==> src/rtl/llr_scale_pkg.sv <==
package llr_scale_pkg;

    // iteration band selected by the 1-based iteration index
    typedef enum logic [1:0] {
        BAND_FIRST = 2'd0,
        BAND_EARLY = 2'd1,
        BAND_LATE  = 2'd2
    } band_t;

    // last index belonging to each band
    localparam int FIRST_LAST_ITER = 1;
    localparam int EARLY_LAST_ITER = 4;

    // width of the shift amount (largest shift is 4)
    localparam int SHIFT_W = 3;

    // profile codes
    localparam logic [1:0] PROF_FLAT   = 2'b00;
    localparam logic [1:0] PROF_STEEP  = 2'b01;
    localparam logic [1:0] PROF_MILD   = 2'b10;
    localparam logic [1:0] PROF_STRONG = 2'b11;

endpackage

==> src/rtl/llr_iter_band.sv <==
module llr_iter_band
    import llr_scale_pkg::*;
#(
    parameter int ITER_W = 5
) (
    input  logic [ITER_W-1:0] iter_i,
    output band_t             band_o
);
    localparam logic [ITER_W-1:0] FIRST_LIM = ITER_W'(FIRST_LAST_ITER);
    localparam logic [ITER_W-1:0] EARLY_LIM = ITER_W'(EARLY_LAST_ITER);

    // index 0 falls into the first band with index 1
    always_comb begin
        if (iter_i <= FIRST_LIM) begin
            band_o = BAND_FIRST;
        end else if (iter_i <= EARLY_LIM) begin
            band_o = BAND_EARLY;
        end else begin
            band_o = BAND_LATE;
        end
    end
endmodule

==> src/rtl/llr_shift_select.sv <==
module llr_shift_select
    import llr_scale_pkg::*;
(
    input  logic [1:0]         profile_i,
    input  band_t              band_i,
    output logic [SHIFT_W-1:0] shamt_o
);
    // log2 of variance per profile and band
    always_comb begin
        shamt_o = '0;
        unique case (profile_i)
            PROF_FLAT: shamt_o = '0;
            PROF_STEEP: begin
                case (band_i)
                    BAND_FIRST: shamt_o = SHIFT_W'(3);
                    BAND_EARLY: shamt_o = SHIFT_W'(2);
                    default:    shamt_o = '0;
                endcase
            end
            PROF_MILD: begin
                case (band_i)
                    BAND_FIRST: shamt_o = SHIFT_W'(2);
                    BAND_EARLY: shamt_o = SHIFT_W'(1);
                    default:    shamt_o = '0;
                endcase
            end
            PROF_STRONG: begin
                case (band_i)
                    BAND_FIRST: shamt_o = SHIFT_W'(4);
                    BAND_EARLY: shamt_o = SHIFT_W'(2);
                    default:    shamt_o = '0;
                endcase
            end
            default: shamt_o = '0;
        endcase
    end
endmodule

==> src/rtl/llr_shift_sat.sv <==
module llr_shift_sat
    import llr_scale_pkg::*;
#(
    parameter int IN_W  = 12,
    parameter int OUT_W = 8
) (
    input  logic signed [IN_W-1:0]  metric_i,
    input  logic [SHIFT_W-1:0]      shamt_i,
    output logic signed [OUT_W-1:0] llr_o
);
    logic signed [IN_W-1:0] shifted;

    // sign-preserving division by 2**shamt, floor rounding
    always_comb begin
        shifted = metric_i >>> shamt_i;
    end

    generate
        if (IN_W > OUT_W) begin : g_clamp
            localparam logic signed [IN_W-1:0] MAXV =
                {{(IN_W-OUT_W+1){1'b0}}, {(OUT_W-1){1'b1}}};
            localparam logic signed [IN_W-1:0] MINV = ~MAXV;
            always_comb begin
                if (shifted > MAXV) begin
                    llr_o = MAXV[OUT_W-1:0];
                end else if (shifted < MINV) begin
                    llr_o = MINV[OUT_W-1:0];
                end else begin
                    llr_o = shifted[OUT_W-1:0];
                end
            end
        end else begin : g_extend
            always_comb begin
                llr_o = OUT_W'(shifted);
            end
        end
    endgenerate
endmodule

==> src/rtl/llr_noise_scaler.sv <==
module llr_noise_scaler
    import llr_scale_pkg::*;
#(
    parameter int METRIC_W = 12,
    parameter int ITER_W   = 5,
    parameter int LLR_W    = 8
) (
    input  logic                       clk,
    input  logic                       rst_n,
    input  logic                       in_valid,
    input  logic signed [METRIC_W-1:0] in_metric,
    input  logic [ITER_W-1:0]          in_iter,
    input  logic [1:0]                 in_profile,
    output logic                       out_valid,
    output logic signed [LLR_W-1:0]    out_llr
);
    localparam int LLR_MAX = (1 << (LLR_W - 1)) - 1;

    typedef struct packed {
        logic                    vld;
        logic signed [LLR_W-1:0] llr;
    } state_t;

    state_t             state_d, state_q;
    band_t              band;
    logic [SHIFT_W-1:0] shamt;
    logic signed [LLR_W-1:0] llr_new;

    llr_iter_band #(.ITER_W(ITER_W)) u_band (
        .iter_i (in_iter),
        .band_o (band)
    );

    llr_shift_select u_sel (
        .profile_i (in_profile),
        .band_i    (band),
        .shamt_o   (shamt)
    );

    llr_shift_sat #(.IN_W(METRIC_W), .OUT_W(LLR_W)) u_sat (
        .metric_i (in_metric),
        .shamt_i  (shamt),
        .llr_o    (llr_new)
    );

    always_comb begin
        state_d     = state_q;
        state_d.vld = in_valid;
        if (in_valid) begin
            state_d.llr = llr_new;
        end
    end

    always_ff @(posedge clk) begin
        if (!rst_n) begin
            state_q <= '0;
        end else begin
            state_q <= state_d;
        end
    end

    assign out_valid = state_q.vld;
    assign out_llr   = state_q.llr;

    // sign-extended output for comparisons against the metric
    logic signed [METRIC_W-1:0] llr_wide;
    assign llr_wide = {{(METRIC_W-LLR_W){out_llr[LLR_W-1]}}, out_llr};

    assert_valid_rise_R2: assert property (@(posedge clk) disable iff (!rst_n)
        in_valid |=> out_valid);
    assert_valid_fall_R2: assert property (@(posedge clk) disable iff (!rst_n)
        !in_valid |=> !out_valid);
    assert_idle_hold_R10: assert property (@(posedge clk) disable iff (!rst_n)
        !in_valid |=> $stable(out_llr));
    assert_neg_sign_R8: assert property (@(posedge clk) disable iff (!rst_n)
        (in_valid && in_metric[METRIC_W-1]) |=> out_llr[LLR_W-1]);
    assert_pos_sign_R8: assert property (@(posedge clk) disable iff (!rst_n)
        (in_valid && !in_metric[METRIC_W-1]) |=> !out_llr[LLR_W-1]);
    assert_flat_pass_R3: assert property (@(posedge clk) disable iff (!rst_n)
        (in_valid && in_profile == PROF_FLAT
         && in_metric <= METRIC_W'(LLR_MAX) && in_metric >= -METRIC_W'(LLR_MAX + 1))
        |=> llr_wide == $past(in_metric));
    assert_flat_clip_R9: assert property (@(posedge clk) disable iff (!rst_n)
        (in_valid && in_profile == PROF_FLAT && in_metric > METRIC_W'(LLR_MAX))
        |=> out_llr == LLR_W'(LLR_MAX));
endmodule

==> config.mk <==
export PLATFORM = sky130hd
export DESIGN_NAME = llr_noise_scaler
export DESIGN_NICKNAME = d
export VERILOG_FILES = /design/src/rtl/llr_scale_pkg.sv /design/src/rtl/llr_iter_band.sv /design/src/rtl/llr_shift_select.sv /design/src/rtl/llr_shift_sat.sv /design/src/rtl/llr_noise_scaler.sv
export SDC_FILE = /design/constraint.sdc
export NUM_CORES = 1
export LEC_CHECK = 0
export BUFFER_PORTS_ARGS = -buffer_cell sky130_fd_sc_hd__buf_2
export CAP_MARGIN = 0
export CORE_ASPECT_RATIO = 1.25
export CORE_MARGIN = 8
export CORE_UTILIZATION = 45
export CTS_CLUSTER_DIAMETER = 100
export DETAILED_ROUTE_END_ITERATION = 10
export PLACE_DENSITY_LB_ADDON = 0.15
export SYNTH_ARGS = -nofsm -noshare
export SYNTH_HDL_FRONTEND = slang
export SYNTH_HIERARCHICAL = 1
export SYNTH_SLANG_ARGS = --single-unit
==> constraint.sdc <==
create_clock -name clk -period 2.88 [get_ports clk]
set_input_delay 0.576 -clock clk [delete_from_list [all_inputs] [get_ports clk]]
set_output_delay 0.576 -clock clk [all_outputs]
set_load 0.005 [all_outputs]
==> metrics.txt <==
# TYPE chip_impl_metric gauge
chip_impl_info{name="result_of_the_run",value="finished, final reports clean"} 1
chip_impl_metric{name="die_h",unit="um"} 67.6
chip_impl_metric{name="core_region_area",unit="sq mm"} 0.00200
chip_impl_metric{name="ctsLongestPathBuffers",unit=""} 2
chip_impl_info{name="critPathCaptureType",value="flop"} 1
chip_impl_metric{name="groute.usage.overall",unit=""} 0.120
chip_impl_metric{name="antenna_found_initial",unit=""} 0
chip_impl_metric{name="fp-row-count",unit=""} 18
chip_impl_info{name="unrepaired_setup_endpoints_after_global_routing",value="false"} 1
chip_impl_metric{name="netlist.area_leader.share",unit=""} 0.188
chip_impl_metric{name="share_of_synthesized_area_occupied_by_flip_flops_and_latches",unit=""} 0.188
chip_impl_metric{name="synth_edf_count",unit=""} 0
chip_impl_metric{name="finalNonFillerCells",unit=""} 177
chip_impl_metric{name="synth-compound-area-share",unit=""} 0.237
chip_impl_metric{name="placedCellCount",unit=""} 173
chip_impl_metric{name="cts_inserted_buffers",unit=""} 3
chip_impl_metric{name="synth.net_count",unit=""} 134
chip_impl_metric{name="setup.reg_to_reg.worst_slack",unit="ns"} 2.28
chip_impl_metric{name="dp.final_hpwl",unit="um"} 2020
chip_impl_metric{name="finish.utilization",unit=""} 0.635
chip_impl_metric{name="yosys.area_share.adder",unit=""} 0
chip_impl_metric{name="fillCellCount",unit=""} 179
chip_impl_info{name="post_synth_main_area_contributors",value="sky130_fd_sc_hd__dfxtp_1 19%, sky130_fd_sc_hd__mux2i_1 17%, sky130_fd_sc_hd__nor2b_1 5.9%"} 1
chip_impl_metric{name="endpoints_failing_hold",unit=""} 0
chip_impl_metric{name="max_slew_margin",unit=""} 0.733
chip_impl_metric{name="grt_pass1_vias",unit=""} 930
chip_impl_metric{name="globalRouteOverflowTotal",unit=""} 0
chip_impl_metric{name="drc",unit=""} 0
chip_impl_metric{name="finalClockSkew",unit="ns"} 0
chip_impl_info{name="critical_path.reg2reg.endpoint",value="out_llr[4]"} 1
chip_impl_info{name="crit_path_start",value="in_iter[1]"} 1
chip_impl_metric{name="final-max-slew-violation-count",unit=""} 0
chip_impl_metric{name="vias_after_detailed_routing",unit=""} 1002
chip_impl_metric{name="setup_tns",unit="ns"} 0
chip_impl_metric{name="post_synth.cell_area_avg",unit="sq um"} 8.55
chip_impl_metric{name="routed_wire_length_per_instance",unit="um"} 13.7
chip_impl_metric{name="post_synth_and_or_nand_nor_area_fraction",unit=""} 0.229
chip_impl_metric{name="cts_num_sinks",unit=""} 9
chip_impl_metric{name="clock_insertion_delay_worst_skew",unit="ns"} 0.25
chip_impl_metric{name="antenna_cells_inserted",unit=""} 0
chip_impl_metric{name="grt_max_degree",unit=""} 15
chip_impl_metric{name="syn_area",unit="sq um"} 957
chip_impl_metric{name="cp_data_arrival_time",unit="ns"} 2.90
chip_impl_metric{name="min_delay_path_depth",unit=""} 2
chip_impl_metric{name="yosysWarnings",unit=""} 6
chip_impl_metric{name="postSynthCellCount",unit=""} 112
chip_impl_info{name="startpoint_of_the_most_critical_hold_path",value="out_llr[0]"} 1
chip_impl_metric{name="drt_iter0_markers",unit=""} 25
chip_impl_metric{name="initial_utilization",unit=""} 0.478
chip_impl_metric{name="post-layout-total-power",unit="W"} 0.000370
chip_impl_metric{name="layout_worst_path_cycle_share",unit=""} 0.957
chip_impl_metric{name="max-vdd-ir-drop",unit="uV"} 330
chip_impl_metric{name="detail_route.first_pass.iterations",unit=""} 4
chip_impl_metric{name="p_per_area",unit="mW/mm^2"} 290
chip_impl_info{name="clk_root_buffer_cell",value="sky130_fd_sc_hd__clkbuf_4"} 1
chip_impl_info{name="clock_tree_from_tritoncts",value="done"} 1
chip_impl_metric{name="routabilityCongestion",unit=""} 0.842
chip_impl_info{name="worst_hold_path.endpoint",value="out_llr[0]"} 1
chip_impl_metric{name="synth_async_sr_flop_share",unit=""} 0
chip_impl_info{name="min-delay-path-class",value="reg -> reg"} 1
chip_impl_metric{name="transition_time_at_the_pin_with_the_least_slew_margin",unit="ns"} 0.399
chip_impl_metric{name="crit_path_max_fanout",unit=""} 5
chip_impl_info{name="criticalPathCategory",value="in -> reg"} 1
chip_impl_metric{name="post-route-cell-area",unit="sq mm"} 0.00127
chip_impl_info{name="cp-start-kind",value="input port"} 1
chip_impl_metric{name="placedInstanceArea",unit="sq mm"} 0.00123
chip_impl_metric{name="wirelength",unit="um"} 2430
chip_impl_metric{name="place.port_buffers",unit=""} 30
chip_impl_metric{name="setup_viol",unit=""} 0
chip_impl_metric{name="synth.ff_latch_count",unit=""} 9
chip_impl_metric{name="synthDistinctLibCells",unit=""} 44
chip_impl_metric{name="yosys-mux-area-fraction",unit=""} 0.261
chip_impl_metric{name="ant_nets",unit=""} 0
chip_impl_metric{name="num-nets-final",unit=""} 180
chip_impl_metric{name="xor_xnor_portion_of_the_synthesized_cell_area",unit=""} 0
chip_impl_info{name="ys.flop_type",value="sky130_fd_sc_hd__dfxtp_1"} 1
chip_impl_metric{name="grt_first_pass_wirelength",unit="um"} 3800
chip_impl_metric{name="p_leak",unit="nW"} 0.559
chip_impl_metric{name="fmax",unit="MHz"} 363
chip_impl_metric{name="clock_slew_at_reported_path_ffs",unit="ns"} 0.06
chip_impl_metric{name="crit_required",unit="ns"} 3.03
chip_impl_metric{name="chipWidth",unit="um"} 57.3
chip_impl_info{name="r2r-start",value="out_llr[4]"} 1
chip_impl_metric{name="area.growth.synth_to_final",unit="%"} 33.1
chip_impl_metric{name="clock_tree.htree_level_count",unit=""} 1
chip_impl_metric{name="drive_above_1_share",unit=""} 0.446
chip_impl_metric{name="vias_per_cell",unit=""} 5.66
chip_impl_info{name="largest_family_of_logic_cells_by_synthesized_area",value="multiplexers"} 1
chip_impl_info{name="netlist.top_cell.by_area",value="sky130_fd_sc_hd__dfxtp_1"} 1
chip_impl_metric{name="area_of_the_die",unit="sq mm"} 0.00387
chip_impl_metric{name="ports",unit=""} 31
chip_impl_metric{name="fin_crit",unit="ns"} 2.76
chip_impl_metric{name="r2r_cells",unit=""} 2
chip_impl_metric{name="drv_cap",unit=""} 0
[synth_stat cells, types with 2 or more instances]
master and instances:
sky130_fd_sc_hd__dfxtp_1 9, sky130_fd_sc_hd__buf_6 2, sky130_fd_sc_hd__mux2_1 2, sky130_fd_sc_hd__a21oi_1 7
sky130_fd_sc_hd__nor2_1 7, sky130_fd_sc_hd__o211ai_1 2, sky130_fd_sc_hd__o311ai_1 2, sky130_fd_sc_hd__mux2_2 2
sky130_fd_sc_hd__o21ai_1 2, sky130_fd_sc_hd__nand2b_1 2, sky130_fd_sc_hd__o31ai_1 3, sky130_fd_sc_hd__inv_1 3
sky130_fd_sc_hd__mux4_2 2, sky130_fd_sc_hd__o21ai_0 3, sky130_fd_sc_hd__mux2i_1 16, sky130_fd_sc_hd__nor2b_1 9
sky130_fd_sc_hd__nand2_1 10, sky130_fd_sc_hd__buf_4 3
[worst max-delay path, stage by stage]
cell	delay, ns
sky130_fd_sc_hd__buf_2	0.11
sky130_fd_sc_hd__nor2b_1	0.12
sky130_fd_sc_hd__o21a_1	0.22
sky130_fd_sc_hd__or4b_4	0.54
sky130_fd_sc_hd__o21ai_4	0.09
sky130_fd_sc_hd__mux4_2	0.57
sky130_fd_sc_hd__a21oi_2	0.13
sky130_fd_sc_hd__a311o_2	0.22
sky130_fd_sc_hd__o311ai_1	0.11
sky130_fd_sc_hd__mux2i_1	0.15
sky130_fd_sc_hd__nor2b_1	0.06
[area by class of cell]
cell class | instances | area, sq um | share of cell area
Multi-Input combinational cell | 90 | 718 | 0.564
Timing Repair Buffer | 49 | 305 | 0.240
Tap cell | 20 | 25.0 | 0.0196
Clock buffer | 4 | 26.3 | 0.0206
Inverter | 5 | 18.8 | 0.0147
Sequential cell | 9 | 180 | 0.141
[through the flow]
stage,setup slack (ns),hold slack (ns)
finish,0.125,0.513
global route,0.000432,0.557
CTS,0.0707,0.519
detailed placement,-0.192,0.502
global placement,-0.195,0.493
floorplan,0.0120,0.507
[how the worst max path moves through the flow]
stage            endpoint  cells after the start
2_1_floorplan  out_llr[1]                     11
3_3_place_gp   out_llr[0]                     10
3_5_place_dp   out_llr[0]                     10
4_1_cts        out_llr[0]                     10
5_1_grt        out_llr[2]                     11
6_report       out_llr[2]                     11
[metal layers]
layer  share of wire  track usage
met5               0            0
met1            0.43        0.127
met4           0.014       0.0752
met3           0.067       0.0342
met2            0.48        0.206
[cell families after synthesis]
| family | after synthesis |
|---|---|
| AOI/OAI and AO/OA | 30 |
| buffers and inverters | 13 |
| and+or+nand+nor | 38 |
| muxes | 22 |
| DFF | 9 |
[registers in the layout, indices dropped and copies added, names as in the netlist]
| name | flops |
|---|---|
| out_llr | 8 |
| out_valid | 1 |
[report_power, final]
part | internal (W) | total [W] | switching [W]
combinational | 0.0000715 | 0.000139 | 0.0000678
sequential | 0.000134 | 0.000138 | 0.00000387
clock | 0.0000531 | 0.0000929 | 0.0000397
total | 0.000258 | 0.000370 | 0.000111
[repair_timing]
item                                    in CTS  in global routing
hold buffers                                 0                  0
buffers inserted                             0                  0
resized for setup                            0                  3
endpoints found under the setup margin       0                  5
[placed cells by master (no fill, tap or decap), types with 3 or more instances in the layout]
cell                       instances
sky130_fd_sc_hd__clkbuf_4          3
sky130_fd_sc_hd__nand2_1          10
sky130_fd_sc_hd__inv_1             3
sky130_fd_sc_hd__buf_2            30
sky130_fd_sc_hd__nor2_1            7
sky130_fd_sc_hd__dfxtp_1           9
sky130_fd_sc_hd__buf_4            18
sky130_fd_sc_hd__a21oi_1           6
sky130_fd_sc_hd__mux2i_1          16
sky130_fd_sc_hd__nor2b_1           9
sky130_fd_sc_hd__o21ai_0           3
No activity file was read; power rests on OpenSTA's default activity.
